**config.mk**
```make
export PLATFORM = sky130hd
export DESIGN_NAME = xonxoff_rx_flow
export DESIGN_NICKNAME = d
export VERILOG_FILES = /design/src/rtl/xonxoff_fc_pkg.sv /design/src/rtl/xonxoff_fc_thresh.sv /design/src/rtl/xonxoff_fc_fsm.sv /design/src/rtl/xonxoff_rx_flow.sv
export SDC_FILE = /design/constraint.sdc
export NUM_CORES = 1
export LEC_CHECK = 0
export CAP_MARGIN = 20
export CORE_MARGIN = 10
export CORE_UTILIZATION = 42
export CTS_CLUSTER_DIAMETER = 200
export DETAILED_ROUTE_END_ITERATION = 7
export GPL_ROUTABILITY_DRIVEN = 0
export HOLD_SLACK_MARGIN = 0.12
export PLACE_DENSITY = 0.84
export SLEW_MARGIN = 20
export SYNTH_ARGS = -nofsm -noshare
export SYNTH_HDL_FRONTEND = slang
export SYNTH_SLANG_ARGS = --single-unit
```
**constraint.sdc**
```tcl
create_clock -name clk -period 2.31 [get_ports clk]
set_input_delay 0.462 -clock clk [delete_from_list [all_inputs] [get_ports clk]]
set_output_delay 0.462 -clock clk [all_outputs]
set_load 0.01 [all_outputs]
```
**src/rtl/xonxoff_fc_pkg.sv**
```systemverilog
package xonxoff_fc_pkg;

  typedef enum logic {
    FC_FLOWING = 1'b0,
    FC_STOPPED = 1'b1
  } fc_state_e;

  // Legacy upper trigger level for a FIFO of the given depth.
  function automatic int unsigned legacy_upper(input logic [1:0] sel,
                                               input int unsigned depth);
    case (sel)
      2'd0:    return 1;
      2'd1:    return depth / 4;
      2'd2:    return depth / 2;
      default: return depth - depth / 8;
    endcase
  endfunction

endpackage

```
**src/rtl/xonxoff_fc_thresh.sv**
```systemverilog
module xonxoff_fc_thresh #(
  parameter int unsigned DEPTH = 128,
  parameter int unsigned LVL_W = $clog2(DEPTH + 1),
  parameter int unsigned TH_W  = 7
) (
  input  logic [LVL_W-1:0] rx_level,
  input  logic             rx_rd,
  input  logic             enh_mode,
  input  logic [TH_W-1:0]  lo_mark,
  input  logic [TH_W-1:0]  hi_mark,
  input  logic [1:0]       legacy_trig,
  input  logic [1:0]       fc_mode,
  output logic             active,
  output logic             xoff_cond,
  output logic             xon_cond
);
  import xonxoff_fc_pkg::*;

  logic [LVL_W-1:0] lo_ext, hi_ext, leg_up, leg_lo;

  assign lo_ext = LVL_W'(lo_mark);
  assign hi_ext = LVL_W'(hi_mark);
  assign leg_up = LVL_W'(legacy_upper(legacy_trig, DEPTH));
  assign leg_lo = leg_up >> 1;

  // An illegal zero lower mark switches enhanced flow control off.
  assign active = (fc_mode != 2'b00) && !(enh_mode && (lo_mark == '0));

  always_comb begin
    if (enh_mode) begin
      xoff_cond = (rx_level >= hi_ext);
      xon_cond  = (rx_level <  lo_ext);
    end else begin
      xoff_cond = (rx_level >  leg_up);
      xon_cond  = rx_rd && (rx_level <= leg_lo);
    end
  end

endmodule

```
**src/rtl/xonxoff_fc_fsm.sv**
```systemverilog
module xonxoff_fc_fsm (
  input  logic clk,
  input  logic rst_n,
  input  logic active,
  input  logic xoff_cond,
  input  logic xon_cond,
  input  logic req_ready,
  output logic req_valid,
  output logic req_xoff,
  output logic remote_stopped
);
  import xonxoff_fc_pkg::*;

  fc_state_e st;
  logic      vld, kind, stopped;
  logic      go_stop, go_flow, sent, cancel;

  assign go_stop = active && (st == FC_FLOWING) && xoff_cond;
  assign go_flow = active && (st == FC_STOPPED) && xon_cond;
  assign sent    = vld && req_ready;
  // A waiting request is always of the opposite kind to a new transition.
  assign cancel  = vld && !req_ready && (go_stop || go_flow);

  always_ff @(posedge clk) begin
    if (!rst_n || !active) begin
      st      <= FC_FLOWING;
      vld     <= 1'b0;
      kind    <= 1'b0;
      stopped <= 1'b0;
    end else begin
      if (sent) stopped <= kind;
      if (go_stop || go_flow) begin
        st <= go_stop ? FC_STOPPED : FC_FLOWING;
        if (cancel) begin
          vld <= 1'b0;
        end else begin
          vld  <= 1'b1;
          kind <= go_stop;
        end
      end else if (sent) begin
        vld <= 1'b0;
      end
    end
  end

  assign req_valid      = vld;
  assign req_xoff       = kind;
  assign remote_stopped = stopped;

  AST_XOFF_ONLY_STOPPED: assert property (@(posedge clk) disable iff (!rst_n)
    (vld && kind) |-> (st == FC_STOPPED));
  AST_XON_ONLY_FLOWING: assert property (@(posedge clk) disable iff (!rst_n)
    (vld && !kind) |-> (st == FC_FLOWING));
  AST_HOLD_REQ: assert property (@(posedge clk) disable iff (!rst_n)
    (vld && !req_ready && active && !cancel) |=> (vld && (kind == $past(kind))));
  AST_CANCEL_KEEPS_FLAG: assert property (@(posedge clk) disable iff (!rst_n)
    (cancel && active) |=> (!vld && $stable(stopped)));
  AST_IDLE_WHEN_OFF: assert property (@(posedge clk) disable iff (!rst_n)
    !active |=> (!vld && !stopped));
  AST_STOP_AFTER_XOFF: assert property (@(posedge clk) disable iff (!rst_n)
    $rose(stopped) |-> $past(vld && req_ready && kind));
  AST_RUN_AFTER_XON: assert property (@(posedge clk) disable iff (!rst_n)
    $fell(stopped) |-> ($past(vld && req_ready && !kind) || !$past(active)));

endmodule

```
**src/rtl/xonxoff_rx_flow.sv**
```systemverilog
module xonxoff_rx_flow #(
  parameter int unsigned DEPTH = 128,
  parameter int unsigned LVL_W = $clog2(DEPTH + 1),
  parameter int unsigned TH_W  = 7
) (
  input  logic             clk,
  input  logic             rst_n,
  input  logic [LVL_W-1:0] rx_level,
  input  logic             rx_rd,
  input  logic             enh_mode,
  input  logic [TH_W-1:0]  lo_mark,
  input  logic [TH_W-1:0]  hi_mark,
  input  logic [1:0]       legacy_trig,
  input  logic [1:0]       fc_mode,
  output logic             req_valid,
  input  logic             req_ready,
  output logic             req_xoff,
  output logic             remote_stopped
);

  logic active, xoff_cond, xon_cond;

  xonxoff_fc_thresh #(.DEPTH(DEPTH), .LVL_W(LVL_W), .TH_W(TH_W)) u_thresh (
    .rx_level    (rx_level),
    .rx_rd       (rx_rd),
    .enh_mode    (enh_mode),
    .lo_mark     (lo_mark),
    .hi_mark     (hi_mark),
    .legacy_trig (legacy_trig),
    .fc_mode     (fc_mode),
    .active      (active),
    .xoff_cond   (xoff_cond),
    .xon_cond    (xon_cond)
  );

  xonxoff_fc_fsm u_fsm (
    .clk            (clk),
    .rst_n          (rst_n),
    .active         (active),
    .xoff_cond      (xoff_cond),
    .xon_cond       (xon_cond),
    .req_ready      (req_ready),
    .req_valid      (req_valid),
    .req_xoff       (req_xoff),
    .remote_stopped (remote_stopped)
  );

  AST_ZERO_LO_IDLE: assert property (@(posedge clk) disable iff (!rst_n)
    (enh_mode && (lo_mark == '0)) |=> (!req_valid && !remote_stopped));
  AST_NO_REPEAT_XOFF: assert property (@(posedge clk) disable iff (!rst_n)
    (req_valid && req_ready && req_xoff) |=> !(req_valid && req_xoff));

endmodule

```
Word level (Yosys, flattened, before mapping)
Cells that the tools add are included.
{ "word_totals": {"regBits": 4, "input_bits": 31, "output_inout_bits": 3} }
{ "classes": {"magnitude_cmp": 4, "n_eq_ne": 2, "mux": 7, "bitwise": 2, "reduce_logical": 21} }
{ "op_table": {"columns": ["operator", "n"], "rows": [
  ["one-hot mux 7 bit (3 select lines)", 1],
  ["logical AND 1 bit", 10],
  [">= comparator 8 x 7 -> 1 bit", 1],
  ["> comparator 8 x 7 -> 1 bit", 1],
  ["<= comparator 8 x 6 -> 1 bit", 1],
  ["< comparator 8 x 7 -> 1 bit", 1],
  ["zero test 7 bit", 1],
  ["2-to-1 mux 1 bit", 6],
  ["zero test 1 bit", 4],
  ["nonzero test 2 bit", 2],
  ["== test 2 x 1 -> 1 bit (second input constant)", 1],
  ["== test 2 bit (second input constant)", 1],
  ["zero test 2 bit", 1],
  ["logical OR 1 bit", 2],
  ["NOT 1 bit", 2],
  ["AND reduction 2 bit", 1]
]} }

Logic depth before layout (Yosys ltp)
{ "logic_depth": {"depth_word": 10, "ltp_mapped": 9, "depth_no_buf": 9} }

Modules after synthesis
From an unflattened synthesis, not the netlist that was laid out.
{ "hier_totals": {"cells_unflattened": 99, "hier_area_um2": 768.2} }
{ "by_module_without_submodules": {"columns": ["module", "instances", "cells_per_inst", "area_per_inst_um2"], "rows": [
  ["xonxoff_fc_thresh", 1, 80, 584.3],
  ["xonxoff_fc_fsm", 1, 19, 183.9]
]} }

Worst setup path after synthesis
OpenSTA, ideal clock, no wires.
{ "synth_path": {"kind": "input -> register", "start": "input port rx_level[0]", "end": "register u_fsm.vld (netlist: u_fsm.req_valid)", "t_arrival_ns": 1.872, "setup_slack_ns": 0.317, "cell_stages": 8, "cell_sequence": "inv_1 ha_1 nor3b_1 nor2_1 o41ai_1 a2111oi_4 nor3_1 nor3b_2"} }
{ "synth_via": {"elab_chain_cells": 8, "elab_cells_between_ends": 14, "classes_between": "order compare (4); mux (4); reduce/logical (6)"} }
{ "synth_rtl": {"columns": ["item", "line", "source"], "rows": [
  ["start: declaration", "xonxoff_rx_flow.sv:8", "input logic [LVL_W-1:0] rx_level,"],
  ["<= comparator 8 x 6 -> 1 bit", "xonxoff_fc_thresh.sv:35", "xon_cond = rx_rd && (rx_level <= leg_lo);"],
  ["logical AND 1 bit", "xonxoff_fc_thresh.sv:35", null],
  ["2-to-1 mux 1 bit", "xonxoff_fc_thresh.sv:30", "if (enh_mode) begin"],
  ["logical AND 1 bit", "xonxoff_fc_fsm.sv:19", "assign go_flow = active && (st == FC_STOPPED) && xon_cond;"],
  ["logical OR 1 bit *", "xonxoff_fc_fsm.sv:22, xonxoff_fc_fsm.sv:32", null],
  ["logical AND 1 bit", "xonxoff_fc_fsm.sv:22", "assign cancel = vld && !req_ready && (go_stop || go_flow);"],
  ["2-to-1 mux 1 bit", "xonxoff_fc_fsm.sv:34", "if (cancel) begin"],
  ["2-to-1 mux 1 bit", "xonxoff_fc_fsm.sv:32", "if (go_stop || go_flow) begin"],
  ["end signal: assignment", "xonxoff_fc_fsm.sv:27", "vld <= 1'b0;"],
  ["end signal: assignment", "xonxoff_fc_fsm.sv:35", "vld <= 1'b0;"],
  ["end signal: assignment", "xonxoff_fc_fsm.sv:37", "vld <= 1'b1;"],
  ["end: declaration", "xonxoff_fc_fsm.sv:15", "logic vld, kind, stopped;"]
]} }
Mark *: on every way between the ends. The rest lies on a longest branch, timed or not.
A chain may end at the register's enable or synchronous reset.

Worst setup path after layout
{ "layout_path": {"start": "input port lo_mark[5]", "end": "register u_fsm.vld (netlist: u_fsm.req_valid)"} }
{ "layout_via": {"elab_chain_cells": 10, "elab_cells_between_ends": 17, "classes_between": "order compare (1); mux (3); reduce/logical (13)"} }
{ "layout_rtl": {"columns": ["item", "line", "source"], "rows": [
  ["start: declaration", "xonxoff_rx_flow.sv:11", "input logic [TH_W-1:0] lo_mark,"],
  ["parallel branches: the longest is 10 deep, another holds < comparator 8 x 7 -> 1 bit", null, null]
]} }
Several ways; the timed one is not identified.

==> run summary <==
WS Path Type -> in2reg
share of layout cells above drive strength 1 -> 22.3%
initial antenna violation count -> 0
Switching Share -> 35.8%
Mapped Area -> 774 um^2
core area -> 1750 um^2
Area after DPL -> 1230 um^2
WL/cell -> 17.8 um
drt pass-1 iters -> 4
H-tree levels -> 1
die area -> 3960 um^2
syn_area_per_cell -> 7.74 um^2
Max clock buf depth -> 2
Final min period -> 2350 ps
design area -> 1370 um^2
Max VDD drop -> 0.286 mV
Sink Count -> 4
GRT overflow -> 0
max-slew violations -> 0
outcome -> finished with violations
CP required -> 2440 ps
final hold vios -> 0
CTS Hold Buffers Added -> 0
fmax -> 0.425 GHz
total CTS buffers -> 3
Slew HR -> 74.9%
CTS tree -> built
# nets final -> 201
CP max-delay cell -> clkdlybuf4s50_1
PortBufs -> 33
FF-to-FF Start -> u_fsm.st
slowest cell delay on critical path -> 500 ps
synth unique cells -> 33
Sequential Power Share -> 20.5%
gr usage total -> 11.6%
fin crit share -> 102%
drt initial violations -> 37
DRT Wirelength -> 3080 um
largest net degree at the start of global routing -> 7
Hold Path Origin -> u_fsm.remote_stopped
area delta synth->final -> 76.3%
crit path cell chain -> clkdlybuf4s50_1 -> inv_1 -> ha_1 -> a21o_1 -> a211oi_1 -> and3_1 -> a22o_1 -> o21ai_1 -> nor3b_2
Clock power frac -> 23.4%
Reg2Reg Depth -> 4
Ys Warns -> 0
end-of-flow core utilization -> 78.2%
FP Rows -> 15
HPWL Detailed -> 2150 um
Worst-Skew Late Latency -> 240 ps
failing checks -> setup timing
Hold Crit Class -> reg2reg
Die X-Extent -> 62.9 um
Pwr Density -> 292 nW/um^2
Internal -> 0.000256 W
RR Endpoint -> u_fsm.req_valid
Max Cap Viol -> 0
post-synthesis sequential area ratio -> 10.3%
remaining antenna violation count -> 0
P_sw -> 0.000143 W
Starting Density -> 44.4%
DR vias -> 963
Vias per Instance -> 5.57
Slew @ Worst Pin -> 371 ps
hold path depth -> 2
first-pass GRT wire length -> 3910 um
Critical Path AT -> 2480 ps
Worst Setup SP -> lo_mark[5]
root buffer selected by CTS -> clkbuf_4
fin worst setup slack -> -42.9 ps
synthesis-stage register bit count -> 4
final hold slack -> 450 ps
FF-to-FF setup slack -> 1040 ps
Clock transition at path regs -> 40 ps
logic gate share of total power -> 56.1%
Pleak -> 0.691 nW
Crit Path Max Fanout -> 2
Ant. Diodes -> 0
syn_nets -> 151
Syn Inst Count -> 100
Die H -> 62.9 um
clock skew -> 7.38 ps
crit start category -> input port
Ports -> 34
crit end category -> flip-flop
Hold Path Sink -> u_fsm.remote_stopped
final setup violation count -> 2
number of global-route vias before repair -> 923
drt drc -> 0
## layout make-up
class | count | area [um^2]
clock buffers | 3 | 22.5
well taps | 25 | 31.3
multi-input cells | 79 | 727
inverters | 17 | 63.8
flip-flops and latches | 4 | 80.1
fillers | 118 | 380
repair buffers | 45 | 440
## worst max-delay path by stage
stage | endpoint | slack (ps) | cells past startpoint
2_1_floorplan | u_fsm.req_valid | 320 | 8
3_3_place_gp | u_fsm.req_valid | -170 | 10
3_5_place_dp | u_fsm.req_valid | -250 | 10
4_1_cts | u_fsm.req_valid | 4 | 9
5_1_grt | u_fsm.req_valid | -100 | 9
6_report | u_fsm.req_valid | -40 | 9
## routing by layer
layer / part of all wire [%] / track usage (%) / vias to the layer above
li1: - / - / 461
met1: 40 / 12.9 / 425
met2: 48 / 21.4 / 63
met3: 7.8 / 3.23 / 14
met4: 3.8 / 1.68 / 0
met5: 0 / 0 / -
## synthesized netlist by cell type
cell type  number  area share [%]
ha_1           20              32
inv_1          17             8.2
nor2_1          9             4.4
nand2_1         7             3.4
a21oi_1         5             3.2
dfxtp_1         4              10
nor3_1          4             2.6
nand2b_1        3             2.4
o21ai_0         3             1.9
a211oi_1        2             1.9
a21o_1          2             1.9
nand4b_1        2             2.3
o21ai_1         2             1.3
a2111oi_4       1             3.6
a21oi_2         1             1.1
a221oi_1        1             1.1
a22o_1          1             1.1
a22oi_1         1            0.97
a41oi_1         1             1.1
and2_1          1            0.81
and2b_2         1             1.1
and3_1          1            0.81
and4b_1         1             1.3
nand3_1         1            0.65
nand3b_1        1            0.97
nor3b_1         1            0.97
nor3b_2         1             1.6
nor4_1          1            0.81
o31ai_1         1            0.97
o41ai_1         1             1.1
or3_1           1            0.81
or4_4           1             1.5
or4b_1          1             1.3
## timing repair
item / 4_1_cts / 5_1_grt
setup endpoints to repair: 0 / 3
buffers inserted: 0 / 1
gates resized for setup: 0 / 24
## power by group through the flow
stage / logic (W) / clock network (W) / registers [W]
after floorplan: 0.0000819 / 0 / 0.0000831
after global placement: 0.000182 / 0 / 0.0000815
after detailed placement: 0.000188 / 0 / 0.0000821
after CTS: 0.000190 / 0.0000915 / 0.0000808
after global routing: 0.000241 / 0.000102 / 0.0000820
final: 0.000224 / 0.0000935 / 0.0000818
## cell families after synthesis
group / Yosys count / synth area share, %
adder cells (fa/ha/maj): 20 / 32.3
AO/OA/AOI/OAI: 22 / 21.5
buffers and inverters: 17 / 8.24
flip-flops: 4 / 10.3
AND/OR/NAND/NOR: 37 / 27.6
## metrics by stage
step           power [W]  setup slack, ps  cells  TNS (ps)
5_1_grt         0.000425             -103    173      -232
2_1_floorplan   0.000165              317    100         0
3_5_place_dp    0.000271             -248    170      -610
6_report        0.000399            -42.9    173     -56.3
4_1_cts         0.000362             4.39    173         0
3_3_place_gp    0.000264             -174    170      -436
## worst max-delay path, delay by kind of cell
kind            cells  cell delay [ps]
compound gates      4              750
simple gates        2              410
fa+ha+maj           1              290
buf+inv             2              560
## placed cells by master (no fill, tap or decap), types with 2 or more instances in the layout
cell type,Yosys,routed
nand2b_1,3,3
nor3b_2,1,2
nor3_2,0,2
a21oi_2,1,2
buf_4,0,12
nor2_1,9,8
o21ai_1,2,3
nand2_1,7,7
inv_1,17,15
nand4b_1,2,2
o21ai_0,3,2
dlymetal6s2s_1,0,8
a211oi_1,2,2
nor3_1,4,2
ha_4,0,4
clkbuf_4,0,3
ha_1,20,16
inv_2,0,2
a21o_1,2,2
clkdlybuf4s50_1,0,25
a21oi_1,5,4
dfxtp_1,4,4
## sequential cells by signal, indices dropped and copies added, names as in the netlist
name and count:
u_fsm.req_xoff 1, u_fsm.remote_stopped 1, u_fsm.req_valid 1, u_fsm.st 1
(Power assumes the default switching activity.)
